==> src/rtl/icap_pkg.sv <==
package icap_pkg;
  localparam int CNT_W_DEF   = 16;
  localparam int SYNC_DEF    = 2;
  localparam int FILT_LEN_DEF = 4;

  // A selected transition: level moved, and it moved to the chosen polarity.
  function automatic logic edge_hit(input logic cur, input logic prev, input logic rise);
    return (cur != prev) && (cur == rise);
  endfunction

  // Flag next state: a capture beats a clear.
  function automatic logic flag_next(input logic cur, input logic set, input logic clr);
    return set ? 1'b1 : (clr ? 1'b0 : cur);
  endfunction
endpackage

==> src/rtl/icap_sync.sv <==
module icap_sync #(
  parameter int STAGES = 2
) (
  input  logic clk,
  input  logic rst_n,
  input  logic din,
  output logic dout
);
  logic [STAGES-1:0] ff;

  generate
    if (STAGES > 1) begin : g_chain
      always_ff @(posedge clk or negedge rst_n) begin
        if (!rst_n) ff <= '0;
        else        ff <= {ff[STAGES-2:0], din};
      end
    end else begin : g_single
      always_ff @(posedge clk or negedge rst_n) begin
        if (!rst_n) ff <= '0;
        else        ff <= din;
      end
    end
  endgenerate

  assign dout = ff[STAGES-1];
endmodule

==> src/rtl/icap_filter.sv <==
module icap_filter #(
  parameter int LEN = 4
) (
  input  logic clk,
  input  logic rst_n,
  input  logic din,
  output logic filt_q
);
  localparam int HW = LEN - 1;

  logic [HW-1:0] hist;
  logic [LEN-1:0] window;
  logic          agree;

  assign window = {hist, din};
  assign agree  = (&window) | ~(|window);

  generate
    if (HW > 1) begin : g_shift
      always_ff @(posedge clk or negedge rst_n) begin
        if (!rst_n) hist <= '0;
        else        hist <= {hist[HW-2:0], din};
      end
    end else begin : g_one
      always_ff @(posedge clk or negedge rst_n) begin
        if (!rst_n) hist <= '0;
        else        hist <= din;
      end
    end
  endgenerate

  always_ff @(posedge clk or negedge rst_n) begin
    if (!rst_n)     filt_q <= 1'b0;
    else if (agree) filt_q <= din;
  end
endmodule

==> src/rtl/icap_edge.sv <==
module icap_edge (
  input  logic clk,
  input  logic rst_n,
  input  logic sig,
  input  logic rise,
  output logic hit
);
  import icap_pkg::*;

  logic prev;

  always_ff @(posedge clk or negedge rst_n) begin
    if (!rst_n) prev <= 1'b0;
    else        prev <= sig;
  end

  assign hit = edge_hit(sig, prev, rise);
endmodule

==> src/rtl/icap_unit.sv <==
module icap_unit #(
  parameter int CNT_W    = icap_pkg::CNT_W_DEF,
  parameter int SYNC     = icap_pkg::SYNC_DEF,
  parameter int FILT_LEN = icap_pkg::FILT_LEN_DEF
) (
  input  logic             clk,
  input  logic             rst_n,
  input  logic             cap_pin,
  input  logic [CNT_W-1:0] tmr_cnt,
  input  logic             filt_en,
  input  logic             edge_rise,
  input  logic             cap_ie,
  input  logic             flag_clr,
  output logic [CNT_W-1:0] cap_val,
  output logic             cap_flag,
  output logic             cap_irq
);
  import icap_pkg::*;

  logic sync_q;
  logic filt_q;
  logic sel_sig;
  logic cap_evt;

  icap_sync #(.STAGES(SYNC)) u_sync (
    .clk  (clk),
    .rst_n(rst_n),
    .din  (cap_pin),
    .dout (sync_q)
  );

  icap_filter #(.LEN(FILT_LEN)) u_filt (
    .clk   (clk),
    .rst_n (rst_n),
    .din   (sync_q),
    .filt_q(filt_q)
  );

  assign sel_sig = filt_en ? filt_q : sync_q;

  icap_edge u_edge (
    .clk  (clk),
    .rst_n(rst_n),
    .sig  (sel_sig),
    .rise (edge_rise),
    .hit  (cap_evt)
  );

  always_ff @(posedge clk or negedge rst_n) begin
    if (!rst_n)       cap_val <= '0;
    else if (cap_evt) cap_val <= tmr_cnt;
  end

  always_ff @(posedge clk or negedge rst_n) begin
    if (!rst_n) cap_flag <= 1'b0;
    else        cap_flag <= flag_next(cap_flag, cap_evt, flag_clr);
  end

  assign cap_irq = cap_flag & cap_ie;
endmodule

==> config.mk <==
export PLATFORM = sky130hd
export DESIGN_NAME = icap_unit
export DESIGN_NICKNAME = d
export VERILOG_FILES = /design/src/rtl/icap_pkg.sv /design/src/rtl/icap_sync.sv /design/src/rtl/icap_filter.sv /design/src/rtl/icap_edge.sv /design/src/rtl/icap_unit.sv
export SDC_FILE = /design/constraint.sdc
export NUM_CORES = 1
export LEC_CHECK = 0
export BUFFER_PORTS_ARGS = -buffer_cell sky130_fd_sc_hd__buf_2
export CORE_MARGIN = 2
export CORE_UTILIZATION = 30
export DETAILED_ROUTE_END_ITERATION = 7
export GPL_TIMING_DRIVEN = 0
export PLACE_DENSITY = 0.55
export SYNTH_ARGS = -nofsm -noshare
export SYNTH_HDL_FRONTEND = slang
export SYNTH_SLANG_ARGS = --single-unit
export TNS_END_PERCENT = 1
==> constraint.sdc <==
create_clock -name clk -period 2 [get_ports clk]
set_clock_uncertainty 0.2 [all_clocks]
set_input_delay 0.2 -clock clk [delete_from_list [all_inputs] [get_ports clk]]
set_output_delay 0.2 -clock clk [all_outputs]
set_load 0.02 [all_outputs]
==> results of run 1 <==
==> sequential cells by signal, summed over array words and instances, names as in the netlist <==
name,cells
cap_val,16
u_filt.hist,3
u_sync.ff,2
cap_flag,1
u_edge.prev,1
u_filt.filt_q,1
==> kinds of logic after synthesis <==
group	synth area share [%]
AO/OA/AOI/OAI	2.18
buffers and inverters	2.04
flip-flops	65.4
multiplexers	27.2
AND/OR/NAND/NOR	3.13
==> worst min-delay path by stage <==
stage                               to  slack (ns)  depth (start not counted)
after floorplan               cap_flag       -0.30                          0
after global placement      cap_val[8]       0.005                          1
after detailed placement    cap_val[8]       0.009                          1
after CTS                 u_sync.ff[1]        0.17                          0
after global routing      u_sync.ff[1]        0.17                          0
final                     u_sync.ff[1]        0.17                          0
==> layout make-up <==
| cell class | count | area [µm²] |
|---|---|---|
| flip-flops and latches | 24 | 601 |
| plain buffers | 1 | 11.3 |
| clock buffers | 4 | 36.3 |
| fillers | 259 | 1560 |
| repair buffers | 62 | 415 |
| inverters | 2 | 7.51 |
| multi-input cells | 26 | 308 |
| well taps | 33 | 41.3 |
==> worst max-delay path: cells and delay by family <==
kind,cells,cell delay [ns]
buffers and inverters,3,0.86
multiplexers,3,0.87
==> power by group <==
| part | internal (mW) | switching [mW] | total (mW) |
|---|---|---|---|
| sequential | 0.582 | 0.0487 | 0.630 |
| clock | 0.111 | 0.133 | 0.244 |
| combinational | 0.224 | 0.218 | 0.441 |
| total | 0.916 | 0.399 | 1.32 |
==> layer usage <==
metal | vias to the layer above | track usage, % | part of all wire [%] | wire [µm]
li1 | 314 | - | - | -
met1 | 307 | 12.3 | 42 | 745
met2 | 17 | 19.5 | 53 | 927
met3 | 2 | 3.28 | 3.6 | 64
met4 | 0 | 3.90 | 1.5 | 27
met5 | - | 0 | 0 | 0
==> what timing repair did <==
| action | in CTS | in global routing |
|---|---|---|
| setup buffers | 2 | 0 |
| gates cloned | 0 | 0 |
| hold buffers | 20 | 0 |
| endpoints found under the setup margin | 9 | 12 |
| gates resized for setup | 0 | 1 |
| hold endpoints to repair | 43 | 0 |
==> layout by cell type (no fill, tap or decap), types with 2 or more instances in the layout <==
master | Yosys | layout
dfrtp_1 | 24 | 24
clkbuf_4 | 0 | 3
buf_4 | 0 | 2
dlygate4sd3_1 | 0 | 20
inv_1 | 2 | 2
mux2i_4 | 1 | 2
mux2_4 | 9 | 9
buf_2 | 0 | 40
nand2b_1 | 2 | 2
mux2_2 | 7 | 7
==> metrics by stage <==
| stage | total power [mW] | std cells | instance area [µm²] | setup WS (ns) | setup TNS (ns) |
|---|---|---|---|---|---|
| after floorplan | 0.903 | 53 | 918 | 0.159 | 0 |
| after global placement | 1.04 | 126 | 1160 | 0.00832 | 0 |
| after detailed placement | 1.05 | 126 | 1160 | -0.0158 | -0.0423 |
| after CTS | 1.34 | 152 | 1410 | 0.0337 | 0 |
| after global routing | 1.39 | 152 | 1420 | 0.0168 | 0 |
| final | 1.32 | 152 | 1420 | 0.0638 | 0 |
==> results by group, run 1 <==
Die
  • Rows: 20
  • Initial Utilization: 30.8%
  • Core ar.: 2980 µm²
  • Height of the chip: 59.3 µm
  • Boundary Pins: 41
  • Die area: 3520 µm²
  • Chip width: 59.3 µm

GRT
  • All-Layer GR Usage: 11.0%
  • Vias in the first global route: 639
  • GRT overflow: 0
  • Global-route wire length before repair: 2830 µm
  • Largest net degree at the start of global routing: 25
  • Initial antenna violation count: 0

Synth
  • Syn_nets: 76
  • Post-synthesis register bit count: 24
  • Yosys cell types: 14
  • Mapped Avg Cell Area: 17.3 µm²
  • Count leader, synth: dfrtp_1
  • EDFF count, synth: 0
  • Post-Syn Instances: 53
  • Leading area contributor after synthesis: dfrtp_1
  • Synth Warn #: 0
  • Synth Flop Type: dfrtp_1
  • Most common library cells after synthesis: dfrtp_1 (24), mux2_4 (9), mux2_2 (7), inv_1 (2), nand2b_1 (2)
  • Register area share after synthesis: 65.4%
  • Top cells by area, synth: dfrtp_1 (65%), mux2_4 (15%), mux2_2 (8.6%)
  • Share of the synthesized area in the top cell type: 65.4%
  • Post-synth ARST share: 100%
  • Mapped Area: 918 µm²

Timing
  • Final Hold Vio Count: 0
  • Achievable frequency: 516 MHz
  • Max-slew headroom: 65.3%
  • Unrepaired setup endpoints after global routing: no
  • Final setup violation count: 0
  • Worst Tran Pin Value: 0.521 ns
  • Hold WS: 0.166 ns
  • Min Clock Period, post-route: 1.94 ns
  • Max Slew Vio Count: 0
  • Tcrit/Tclk final: 96.8%

Cells and area
  • Fraction of layout cells with a size suffix above 1: 55.5%
  • Fin nets: 143
  • Synthesis-to-layout area growth: 54.6%
  • # diodes: 0
  • Finished Core Util: 47.7%

Worst hold path
  • Worst hold path type: reg2reg
  • Hold_sp: u_sync.ff[0]

CTS
  • H-tree levels: 1
  • Clk pin slew, worst setup/hold paths: 0.12 ns
  • Clk_lat worst skew: 0.30 ns
  • Cts bufs inserted: 3
  • CTS sink count: 24
  • CTS Root Cell: clkbuf_4
  • Clock tree buffer depth: 2
  • TritonCTS clock tree: yes

Job
  • Max-Cap Viols: 0

Worst setup path
  • Critical path origin: filt_en
  • RR Startpoint: u_sync.ff[1]
  • CP endpoint kind: flop
  • Critical-path maximum fanout: 10
  • Crit-path max cell delay: 0.52 ns
  • Reg2Reg Depth: 4
  • End point of the critical path: cap_val[6]
  • Reg2reg end: cap_val[6]
  • Crit path kind: in2reg
  • Slowest cell on crit path: dlygate4sd3_1
  • WP data arrival: 1.94 ns
  • CP dominant cell by count: mux2i_4
  • Req. time, crit path: 2.00 ns
  • R2r setup slk: 0.22 ns
  • Worst-path cell chain: dlygate4sd3_1 > buf_2 > mux2i_4 > mux2i_4 > buf_6 > mux2_4
  • Element type at the critical path start: primary input

Routing
  • Total wire length: 1760 µm
  • Routed WL per cell: 11.6 µm
  • First-pass detailed-route iteration total: 4
  • ANT nets after route: 0
  • Detailed Route Iter0 Violations: 15
  • Residual DRC: 0
  • Vias: 640
  • Via/cell ratio: 4.21

Status
  • Outcome: completed

Place
  • DP HPWL: 1180 µm
  • Gpl congestion: 0.674
  • Number of buffers added on ports: 40

Pwr
  • PD cells: 927 nW/µm²
  • Static Leak: 0.700 nW
  • Worst IR Drop VDD: 0.000544 V
No activity file was read; power rests on OpenSTA's default activity.
==> run 2, diff against run 1 <==
- ABC_AREA: not set -> 1
==> run 2 against run 1 <==
Net effect: non-clock buffer count fell by 1; power up 1.1%; first-iteration DRC count grew to 3.4 times the previous value; sequential share of layout area rose by 0.19 points; die area rose by 2.8%; flip-flop and latch count stayed put; count of clock-buffer cells in the layout fell by 1; global-route usage increased by 2.1 points; synthesized cell count rose by 81%; critical path type is now reg2reg; largest power group unchanged.
==> results by group, run 2 <==
GRT
  • Initial antenna violation count: 0 (unchanged)
  • Largest net degree at the start of global routing: 25 (unchanged)
  • All-Layer GR Usage: 13.0% (+2.1 points)
  • GRT overflow: 0 (unchanged)
  • Vias in the first global route: 830 (+30%)
  • Global-route wire length before repair: 3560 µm (+26%)

CTS
  • Clock tree buffer depth: 2 (unchanged)
  • CTS Root Cell: clkbuf_4
  • Clk pin slew, worst setup/hold paths: 0.12 ns (about the same)
  • H-tree levels: 1 (unchanged)
  • Cts bufs inserted: 3 (unchanged)
  • Post-cts hold buffer count: 19 (-5.0%)
  • Clk_lat worst skew: 0.31 ns (about the same)
  • CTS sink count: 24 (unchanged)
  • Post-CTS sizing: 0 (unchanged)
  • TritonCTS clock tree: yes
  • Setup Buffers After CTS: 0 (-2)

Cells and area
  • Commonest non-fill, non-tap cell in the layout: buf_2
  • # diodes: 0 (unchanged)
  • Synthesis-to-layout area growth: 49.5%
  • Finished Core Util: 46.7% (-0.99 points)
  • Top reg by flops: cap_val
  • Max FFs per register: 16 (unchanged)
  • Most frequent cells in the layout: buf_2 (41), nand2_1 (37), dfrtp_1 (24)
  • Fin nets: 183 (+28%)
  • Largest regs: cap_val (16), u_filt.hist (3), u_sync.ff (2)
  • Fraction of layout cells with a size suffix above 1: 32.9% (-23 points)
  • Post-route cell area: 1410 µm² (-0.44%)

Synth
  • Synth Flop Type: dfrtp_1
  • Post-synth ARST share: 100% (unchanged)
  • Top cells by area, synth: dfrtp_1 (63%), nand2_1 (15%), nand3_1 (8.5%)
  • Post-Syn Instances: 96 (+81%)
  • EDFF count, synth: 0 (unchanged)
  • Leading area contributor after synthesis: dfrtp_1
  • Post-Synth Adder-Cell Area: 0% (unchanged)
  • Register area share after synthesis: 63.5% (-1.9 points)
  • Synth Warn #: 0 (unchanged)
  • Synth Area in Compound Gates: 0.794% (-1.4 points)
  • Post-Synth Simple-Gate Area: 31.2% (+28 points)
  • Mapped Area: 946 µm² (+3.0%)
  • Post-Synth XOR/XNOR Area: 0% (unchanged)
  • Yosys cell types: 14 (unchanged)
  • Mux contribution to synthesized area: 0% (-27 points)
  • Most common library cells after synthesis: nand2_1 (37), dfrtp_1 (24), nand3_1 (16), inv_1 (5), nor2_1 (3)
  • Post-synthesis register bit count: 24 (unchanged)
  • Largest family of logic cells by synthesized area: simple AND/OR/NAND/NOR gates
  • Share of the synthesized area in the top cell type: 63.5% (-1.9 points)
  • Count leader, synth: nand2_1
  • Syn_nets: 119 (+57%)
  • Mapped Avg Cell Area: 9.85 µm² (-43%)

Timing
  • Final Hold Vio Count: 0 (unchanged)
  • Unrepaired setup endpoints after global routing: no
  • Achievable frequency: 710 MHz (+37%)
  • Setup TNS: 0 ns (unchanged)
  • Final setup violation count: 0 (unchanged)
  • Max-slew headroom: 64.3% (-1.0 points)
  • Setup ws final: 0.592 ns (+0.528 ns)
  • Tcrit/Tclk final: 70.4% (-26 points)
  • Worst Tran Pin Value: 0.536 ns (+0.0154 ns)
  • Min Clock Period, post-route: 1.41 ns (-0.528 ns)
  • Max Slew Vio Count: 0 (unchanged)

Pwr
  • Static Leak: 0.774 nW (+10%)
  • Worst IR Drop VDD: 0.000530 V (-2.6%)
  • PD cells: 941 nW/µm² (+1.6%)
  • Tot Pwr: 1.33 mW (+1.1%)

Routing
  • Residual DRC: 0 (unchanged)
  • Total wire length: 2140 µm (+21%)
  • Via/cell ratio: 4.23 (+0.53%)
  • First-pass detailed-route iteration total: 4 (unchanged)
  • Routed WL per cell: 10.6 µm (-8.9%)
  • Detailed Route Iter0 Violations: 51 (+36)
  • Vias: 855 (+34%)
  • ANT nets after route: 0 (unchanged)

Worst setup path
  • Element type at the critical path start: flop
  • Crit path kind: reg2reg
  • Worst-path cell chain: nand2_2 > nand2_2 > nand2_4 > nand2_4 > buf_6 > nand2_1 > nand2_1
  • Req. time, crit path: 2.01 ns (about the same)
  • Critical-path maximum fanout: 10 (unchanged)
  • Slowest cell on crit path: dfrtp_1
  • Crit-path max cell delay: 0.44 ns (-0.08 ns)
  • Buf/Inv on CP: 1 (-2)
  • Delay-heaviest family, CP: simple AND/OR/NAND/NOR gates
  • WP data arrival: 1.42 ns (-0.52 ns)
  • R2r setup slk: 0.59 ns (+0.37 ns)
  • CP endpoint kind: flop

Place
  • Number of buffers added on ports: 40 (unchanged)
  • DP HPWL: 1460 µm (+24%)
  • Place WS: 0.598 ns (+0.614 ns)
  • Gpl congestion: 0.722 (+7.1%)
  • Post-placement cell area: 1200 µm² (+3.6%)

Die
  • Rows: 20 (unchanged)
  • Boundary Pins: 41 (unchanged)
  • Core ar.: 3030 µm² (+1.7%)
  • Chip width: 60.2 µm (+1.4%)
  • Die area: 3620 µm² (+2.8%)
  • Height of the chip: 60.2 µm (+1.4%)
  • Initial Utilization: 31.2% (+0.40 points)

Status
  • Outcome: completed

Worst hold path
  • Worst hold path type: in2reg

Job
  • Max-Cap Viols: 0 (unchanged)
run 2: changes by cell type after synthesis, sizes merged, moves of 3 or more:
| cell | change |
|---|---|
| nand3 | +17 |
| nor2 | +3 |
| mux2 | -16 |
| nand2 | +41 |
| inv | +3 |
run 2: metrics by stage:
stage                     cells  hold slack [ns]
after floorplan              96           -0.296
after global placement      180          0.00511
after detailed placement    180           0.0182
after CTS                   202          0.00689
after global routing        202           0.0394
final                       202           0.0156
run 2: power by group:
part / internal [mW] / switching, mW / total (mW) / leakage, nW
sequential: 0.596 / 0.0580 / 0.654 / 0.292
clock: 0.0704 / 0.136 / 0.206 / 0.0138
combinational: 0.184 / 0.286 / 0.471 / 0.468
total: 0.850 / 0.480 / 1.33 / 0.774
run 2: per-layer routing:
metal / track usage (%) / vias to the layer above / wire length, µm / part of all wire [%]
met3: 4.76 / 0 / 154 / 7.2
met2: 23.8 / 35 / 1050 / 49
li1: - / 426 / - / -
met5: 0 / - / 0 / 0
met1: 15.1 / 394 / 934 / 44
met4: 0.952 / 0 / 0 / 0
run 2: logic make-up (layout without fill, tap and decap cells):
| kind of cell | count (synthesis) | after routing |
|---|---|---|
| AND/OR/NAND/NOR | 63 | 63 |
| flip-flops | 24 | 24 |
| buffers and inverters | 8 | 70 |
| AO/OA/AOI/OAI | 1 | 1 |
run 2: worst reg2reg max path: cells and delay by family, from the launching register on:
| kind | cells | cell delay, ns |
|---|---|---|
| buffers and inverters | 1 | 0.15 |
| flip-flops | 1 | 0.44 |
| AND/OR/NAND/NOR | 6 | 0.52 |
run 2: path summary, 6_finish.rpt:
path                                       to  cells past startpoint         start
worst min-delay path              u_edge.prev                      4       filt_en
max in group asynchronous          cap_val[1]                      2         rst_n
worst min register to register   u_sync.ff[1]                      0  u_sync.ff[0]
min in group asynchronous       u_filt.filt_q                      2         rst_n
worst max register to register     cap_val[5]                      7  u_sync.ff[1]
worst max-delay path               cap_val[5]                      7  u_sync.ff[1]
run 2: area by class of cell:
type	instances	area [µm²]
Tap cell	44	55.1
Sequential cell	24	601
Timing Repair Buffer	59	390
Clock buffer	3	22.5
Fill cell	308	1610
Buffer	3	23.8
Multi-Input combinational cell	64	303
Inverter	5	18.8
